<file path="src/rtl/hreg_pkg.sv">
// Shared types for the indirect register host port.
// Assumes nothing beyond the parameters of the top module.
package hreg_pkg;

    // Strobe events decoded from the host bus, each valid for one clock.
    typedef struct packed {
        logic cmd_wr;        // start of a write to the command location
        logic data_wr;       // start of a write to the data location
        logic data_rd_done;  // end of a read from the data location
    } hreg_evt_t;

endpackage

</file>
<file path="src/rtl/hreg_strobe.sv">
// Host strobe decoder: turns the chip select, read, write and
// command/data lines into single-cycle events. A write acts on its
// first active clock, and a read acts on its last. Assumes read and
// write are never active together.
module hreg_strobe
    import hreg_pkg::*;
(
    input  logic      clk,
    input  logic      rst_n,
    input  logic      cs_n,
    input  logic      rd_n,
    input  logic      wr_n,
    input  logic      cd,
    output logic      rd_act,
    output hreg_evt_t evt
);

    logic wr_act;
    logic rd_q;
    logic wr_q;
    logic rd_cd_q;
    logic wr_start;

    // Strobes count only while the chip is selected.
    assign rd_act = ~cs_n & ~rd_n;
    assign wr_act = ~cs_n & ~wr_n;

    // Remembers the previous strobe state, and the location a read targets.
    always_ff @(posedge clk) begin
        if (!rst_n) begin
            rd_q    <= 1'b0;
            wr_q    <= 1'b0;
            rd_cd_q <= 1'b0;
        end else begin
            rd_q <= rd_act;
            wr_q <= wr_act;
            if (rd_act && !rd_q) begin
                rd_cd_q <= cd;
            end
        end
    end

    // Event decode: write on its leading edge, read on its trailing edge.
    always_comb begin
        wr_start         = wr_act & ~wr_q;
        evt.cmd_wr       = wr_start & cd;
        evt.data_wr      = wr_start & ~cd;
        evt.data_rd_done = rd_q & ~rd_act & ~rd_cd_q;
    end

endmodule

</file>
<file path="src/rtl/hreg_pointer.sv">
// Register pointer: holds the {element, group} address. Accepts
// load-pointer commands and steps through elements and groups with
// wrap-around. Invalid command bytes are ignored. A load wins over
// a step in the same clock.
module hreg_pointer #(
    parameter int GRP_W    = 3,
    parameter int ELEM_W   = 2,
    parameter int N_GROUPS = 5,
    parameter int N_ELEMS  = 3,
    parameter int CMD_W    = 8
) (
    input  logic                     clk,
    input  logic                     rst_n,
    input  logic                     cmd_wr,
    input  logic [CMD_W-1:0]         cmd_byte,
    input  logic                     step,
    output logic [GRP_W+ELEM_W-1:0]  ptr,
    output logic                     ptr_loaded
);

    localparam int PTR_W = GRP_W + ELEM_W;
    localparam logic [GRP_W-1:0]  GRP_FIRST = GRP_W'(1);
    localparam logic [GRP_W-1:0]  GRP_LAST  = GRP_W'(N_GROUPS);
    localparam logic [ELEM_W-1:0] ELEM_LAST = ELEM_W'(N_ELEMS - 1);

    logic [GRP_W-1:0]  grp_q;
    logic [ELEM_W-1:0] elem_q;
    logic [GRP_W-1:0]  cmd_grp;
    logic [ELEM_W-1:0] cmd_elem;
    logic              cmd_ok;
    logic [GRP_W-1:0]  nxt_grp;
    logic [ELEM_W-1:0] nxt_elem;

    // Splits the command byte into its fields and checks their ranges.
    always_comb begin
        cmd_grp  = cmd_byte[GRP_W-1:0];
        cmd_elem = cmd_byte[PTR_W-1:GRP_W];
        cmd_ok   = (cmd_byte[CMD_W-1:PTR_W] == '0) &&
                   (cmd_grp != '0) && (cmd_grp <= GRP_LAST) &&
                   (cmd_elem <= ELEM_LAST);
    end

    assign ptr_loaded = cmd_wr & cmd_ok;

    // Works out the next element, moving into the next group after the last one.
    always_comb begin
        if (elem_q == ELEM_LAST) begin
            nxt_elem = '0;
            nxt_grp  = (grp_q == GRP_LAST) ? GRP_FIRST : grp_q + GRP_FIRST;
        end else begin
            nxt_elem = elem_q + ELEM_W'(1);
            nxt_grp  = grp_q;
        end
    end

    // Pointer register: a command load first, then an auto-increment step.
    always_ff @(posedge clk) begin
        if (!rst_n) begin
            grp_q  <= GRP_FIRST;
            elem_q <= '0;
        end else if (ptr_loaded) begin
            grp_q  <= cmd_grp;
            elem_q <= cmd_elem;
        end else if (step) begin
            grp_q  <= nxt_grp;
            elem_q <= nxt_elem;
        end
    end

    assign ptr = {elem_q, grp_q};

endmodule

</file>
<file path="src/rtl/hreg_datapath.sv">
// Data path: the byte pointer, the low-byte staging register, the
// registered write word and strobe, the read prefetch latch and the
// read multiplexer. Assumes the mode inputs are stable during an access.
module hreg_datapath
    import hreg_pkg::*;
#(
    parameter int DATA_W = 16
) (
    input  logic              clk,
    input  logic              rst_n,
    input  logic              bus16,
    input  logic              cd,
    input  logic [DATA_W-1:0] din,
    input  logic [DATA_W-1:0] rf_rdata,
    input  hreg_evt_t         evt,
    input  logic              ptr_loaded,
    output logic              rf_we,
    output logic [DATA_W-1:0] rf_wdata,
    output logic [DATA_W-1:0] dout,
    output logic              read_done
);

    localparam int BYTE_W = DATA_W / 2;

    logic              byte_hi;
    logic              refill_q;
    logic [BYTE_W-1:0] stage_q;
    logic [DATA_W-1:0] pref_q;
    logic              word_complete;

    // A transfer finishes a register access in word mode, or on the high byte.
    assign word_complete = bus16 | byte_hi;
    assign read_done     = evt.data_rd_done & word_complete;

    // Byte pointer: cleared by a pointer load or in word mode, toggles per transfer.
    always_ff @(posedge clk) begin
        if (!rst_n) begin
            byte_hi <= 1'b0;
        end else if (ptr_loaded || bus16) begin
            byte_hi <= 1'b0;
        end else if (evt.data_wr || evt.data_rd_done) begin
            byte_hi <= ~byte_hi;
        end
    end

    // Write path: stage the low byte, or issue a one-clock write of the full word.
    always_ff @(posedge clk) begin
        if (!rst_n) begin
            rf_we    <= 1'b0;
            rf_wdata <= '0;
            stage_q  <= '0;
        end else begin
            rf_we <= 1'b0;
            if (evt.data_wr) begin
                if (word_complete) begin
                    rf_we    <= 1'b1;
                    rf_wdata <= bus16 ? din : {din[BYTE_W-1:0], stage_q};
                end else begin
                    stage_q <= din[BYTE_W-1:0];
                end
            end
        end
    end

    // Prefetch latch: reload one clock after a pointer load or a complete read.
    always_ff @(posedge clk) begin
        if (!rst_n) begin
            refill_q <= 1'b0;
            pref_q   <= '0;
        end else begin
            refill_q <= ptr_loaded | read_done;
            if (refill_q) begin
                pref_q <= rf_rdata;
            end
        end
    end

    // Read mux: zero for the command location, else the word or the selected byte.
    always_comb begin
        if (cd) begin
            dout = '0;
        end else if (bus16) begin
            dout = pref_q;
        end else begin
            dout = {{BYTE_W{1'b0}},
                    (byte_hi ? pref_q[DATA_W-1:BYTE_W] : pref_q[BYTE_W-1:0])};
        end
    end

endmodule

</file>
<file path="src/rtl/hreg_port.sv">
// Indirect register host port, top level. A two-location host bus,
// where a command write loads a register pointer and data transfers
// move register contents in byte or word mode. It supports optional
// pointer auto-increment and serves reads from a prefetch latch. Assumes
// rd_n and wr_n are never low together and that there is an idle clock
// between accesses.
module hreg_port
    import hreg_pkg::*;
#(
    parameter int DATA_W   = 16,
    parameter int GRP_W    = 3,
    parameter int ELEM_W   = 2,
    parameter int N_GROUPS = 5,
    parameter int N_ELEMS  = 3
) (
    input  logic                    clk,
    input  logic                    rst_n,
    input  logic                    cs_n,
    input  logic                    rd_n,
    input  logic                    wr_n,
    input  logic                    cd,
    input  logic [DATA_W-1:0]       din,
    output logic [DATA_W-1:0]       dout,
    output logic                    dout_oe,
    input  logic                    mode_bus16,
    input  logic                    mode_autoinc,
    output logic [GRP_W+ELEM_W-1:0] rf_addr,
    output logic [DATA_W-1:0]       rf_wdata,
    output logic                    rf_we,
    input  logic [DATA_W-1:0]       rf_rdata
);

    localparam int BYTE_W = DATA_W / 2;

    hreg_evt_t evt;
    logic      ptr_loaded;
    logic      read_done;
    logic      step;

    hreg_strobe u_strobe (
        .clk    (clk),
        .rst_n  (rst_n),
        .cs_n   (cs_n),
        .rd_n   (rd_n),
        .wr_n   (wr_n),
        .cd     (cd),
        .rd_act (dout_oe),
        .evt    (evt)
    );

    // The pointer steps on the clock that consumes a write, or after a complete read.
    assign step = mode_autoinc & (rf_we | read_done);

    hreg_pointer #(
        .GRP_W    (GRP_W),
        .ELEM_W   (ELEM_W),
        .N_GROUPS (N_GROUPS),
        .N_ELEMS  (N_ELEMS),
        .CMD_W    (BYTE_W)
    ) u_pointer (
        .clk        (clk),
        .rst_n      (rst_n),
        .cmd_wr     (evt.cmd_wr),
        .cmd_byte   (din[BYTE_W-1:0]),
        .step       (step),
        .ptr        (rf_addr),
        .ptr_loaded (ptr_loaded)
    );

    hreg_datapath #(
        .DATA_W (DATA_W)
    ) u_datapath (
        .clk        (clk),
        .rst_n      (rst_n),
        .bus16      (mode_bus16),
        .cd         (cd),
        .din        (din),
        .rf_rdata   (rf_rdata),
        .evt        (evt),
        .ptr_loaded (ptr_loaded),
        .rf_we      (rf_we),
        .rf_wdata   (rf_wdata),
        .dout       (dout),
        .read_done  (read_done)
    );

endmodule

</file>
<file path="config.mk">
export PLATFORM = sky130hd
export DESIGN_NAME = hreg_port
export DESIGN_NICKNAME = d
export VERILOG_FILES = /design/src/rtl/hreg_pkg.sv /design/src/rtl/hreg_strobe.sv /design/src/rtl/hreg_pointer.sv /design/src/rtl/hreg_datapath.sv /design/src/rtl/hreg_port.sv
export SDC_FILE = /design/constraint.sdc
export NUM_CORES = 1
export LEC_CHECK = 0
export BUFFER_PORTS_ARGS = -buffer_cell sky130_fd_sc_hd__clkbuf_2
export CORE_MARGIN = 2
export CORE_UTILIZATION = 35
export CTS_CLUSTER_SIZE = 12
export DETAILED_ROUTE_END_ITERATION = 10
export GPL_ROUTABILITY_DRIVEN = 0
export PLACE_DENSITY = 0.61
export SETUP_SLACK_MARGIN = 0.3
export SYNTH_ARGS = -nofsm -noshare
export SYNTH_HDL_FRONTEND = slang
export SYNTH_SLANG_ARGS = --single-unit
</file>
<file path="constraint.sdc">
create_clock -name clk -period 3.1 [get_ports clk]
set_clock_uncertainty 0.2 [all_clocks]
set_input_delay 0.31 -clock clk [delete_from_list [all_inputs] [get_ports clk]]
set_output_delay 0.31 -clock clk [all_outputs]
set_load 0.05 [all_outputs]
</file>
==> flow_summary.ini <==
[power_and_ir_drop]
p_per_area_nw_per_um2 = 420
ir_worst_vdd_mv = 0.220
design_power_total_w = 0.00127
switching_share_pct = 28.6
p_leak_nw = 1.44
pwr-share-comb_pct = 13.7
p_int_w = 0.000904
sequentialPowerShare_pct = 53.8
power_switching_w = 0.000362
p_clk_share_pct = 32.5

[cells_and_area]
diodes = 0
syn2layout_area_growth_pct = 23.6
final_nets = 367
layout_commonest_cell = clkbuf_2
drive_above_1_share_pct = 30.2
mostFrequentLayoutCells = clkbuf_2 (78), dfxtp_1 (51), mux2i_1 (46)

[setup_path]
cp_max_fo = 27
crit_family = buffers and inverters
worst-path-buf-inv = 3
critPathMaxStageDelay_ps = 530
startpoint_type = input pin
reg2reg_depth = 5
cpMaxStageDelayCell = dlygate4sd3_1
required_ps = 3100
crit_chain = dlygate4sd3_1 > clkbuf_2 > or3_4 > nor3_4 > buf_4 > nand2_1 > o211a_1
crit_arrival_ps = 2270
critPathCaptureType = flop
rrSetupSlack_ps = 1230
worstSetupPathType = input pin to flop
cp.depth = 7

[logic_synthesis]
synth_edf_count = 0
avgSynthCellArea_um2 = 9.67
postSynthCellCount = 252
yosysSeqAreaShare_pct = 41.9
synthArstFlopShare_pct = 0
ys.flop_type = dfxtp_1
synth.cell_area_um2 = 2440
yosysWarnings = 0
syn_nets = 292
ys_seq_elements = 51
synth.distinct_cells = 33

[hold_path]
hold_depth = 3
worstHoldPathType = input pin to flop

[floorplanning]
io_pins = 79
core_um2 = 6760
die_width_um = 87.4
rows = 30
die_area_um2 = 7640
start_util_pct = 36.1
die_y_um = 87.4

[cts]
cts_buffers = 5
clk_pin_slew_ps = 110
root_buffer = clkbuf_8
clock_latency_ps = 310
htree_levels = 2
clk_path_buf_depth = 2
cts_tree = done
cts_sinks = 51

[routing]
wirelength_mm = 5.61
drtPass1Iterations = 4
wl_per_cell_um = 13.7
vias = 2023
drcViolationCount = 0
vias_per_cell = 4.96
drtIter0Drc = 100
drtAntennaViolNets = 0

[sta]
hold_viol = 0
fmax_mhz = 440
slew-limit-headroom_pct = 38.3
rsz0062_at_grt = false
holdWs_ps = 52.8
final.setup.tns_ps = 0
tightestPinTransition_ps = 925
setup_viol = 0
fin_crit_ps = 2270
timing.final.crit_share_pct = 73.3
drv_slew = 0

[global_routing]
grt_max_degree = 53
grt-ovfl-total = 0
grt_pass1_vias = 1817
grt_antenna_before_repair = 0
grt_pass1_wl_mm = 8.76
grt_util_all_layers_pct = 14.5

[place]
place.detailed.hpwl_mm = 4.00
portBuffers = 78

[run]
maxCapViolCount = 0

[run_status]
outcome = finished, final reports clean
-- cell families after synthesis --
logic type | after synthesis | synth area share, %
XOR/XNOR | 1 | 0.360
multiplexers | 47 | 19.4
buffers and inverters | 18 | 3.13
flip-flops | 51 | 41.9
AND/OR/NAND/NOR | 98 | 22.8
AO/OA/AOI/OAI | 37 | 12.5
-- cell type report --
class,count,area (um2)
clock buffers,5,68.8
clock inverters,3,28.8
fillers,664,3740
inverters,2,7.51
multi-input cells,183,1350
flip-flops and latches,51,1020
well taps,80,100
repair buffers,84,440
-- metal layers --
layer  wire (um)  track usage, %  vias to the layer above
met2        2560            23.3                       64
met3         295            3.22                        6
li1            -               -                     1028
met4          56            4.06                        0
met5           0               0                        -
met1        2700            19.5                      925
-- power groups by stage --
stage               Sequential, W  Clock, W  Combinational [W]
global route             0.000683  0.000453           0.000186
CTS                      0.000681  0.000430           0.000175
floorplan                0.000722         0          0.0000835
finish                   0.000681  0.000412           0.000173
detailed placement       0.000696         0           0.000173
global placement         0.000696         0           0.000171
-- registers in the layout, indices dropped and copies added (netlist names) --
| register | count |
|---|---|
| u_strobe.wr_q | 1 |
| u_datapath.rf_wdata | 16 |
| u_strobe.rd_cd_q | 1 |
| u_datapath.stage_q | 8 |
| u_pointer.grp_q | 3 |
| u_strobe.rd_q | 1 |
| u_datapath.rf_we | 1 |
| u_datapath.refill_q | 1 |
| u_pointer.elem_q | 2 |
| u_datapath.pref_q | 16 |
| u_datapath.byte_hi | 1 |
-- repair_timing --
item	in CTS	in global routing
resized for setup	0	0
endpoints found under the hold margin	1	0
hold buffers	2	0
setup buffers	0	0
-- metrics by stage --
step	instance area (um2)	utilization [%]	std cells	setup slack [ps]
global placement	2890	42.8	398	1010
detailed placement	2890	42.8	398	957
finish	3010	44.6	408	827
global route	3010	44.6	408	737
floorplan	2440	-	252	916
CTS	3010	44.6	408	831
-- synthesized netlist by cell type, types with 2 or more instances --
| cell | number | area [um2] |
|---|---|---|
| dfxtp_1 | 51 | 1020 |
| mux2i_1 | 46 | 460 |
| nand2_1 | 32 | 120 |
| nor2b_1 | 19 | 119 |
| o211a_1 | 16 | 160 |
| nor2_1 | 14 | 52.6 |
| and2_1 | 10 | 62.6 |
| clkbuf_1 | 9 | 33.8 |
| a21boi_1 | 8 | 60.1 |
| nand3_1 | 8 | 40.0 |
| buf_2 | 7 | 35.0 |
| a21oi_1 | 3 | 15.0 |
| nor3b_1 | 3 | 22.5 |
| inv_1 | 2 | 7.51 |
| nor3_1 | 2 | 10.0 |
| nor4b_2 | 2 | 30.0 |
| o21a_1 | 2 | 15.0 |
| o21ai_0 | 2 | 10.0 |
| o21ai_1 | 2 | 10.0 |
-- worst register-to-register path, delay by kind of cell (launching register included) --
family	cells	cell delay, ps
compound gates	1	130
simple gates	3	790
buf+inv	1	340
flops	1	310
-- worst paths after layout --
check / start / endpoint
min: rf_rdata[2] / u_datapath.pref_q[2]
max: wr_n / u_datapath.rf_wdata[12]
max reg2reg: u_strobe.wr_q / u_datapath.rf_wdata[12]
min reg2reg: u_datapath.stage_q[6] / u_datapath.stage_q[6]
Power figures use the tool's default switching activity.
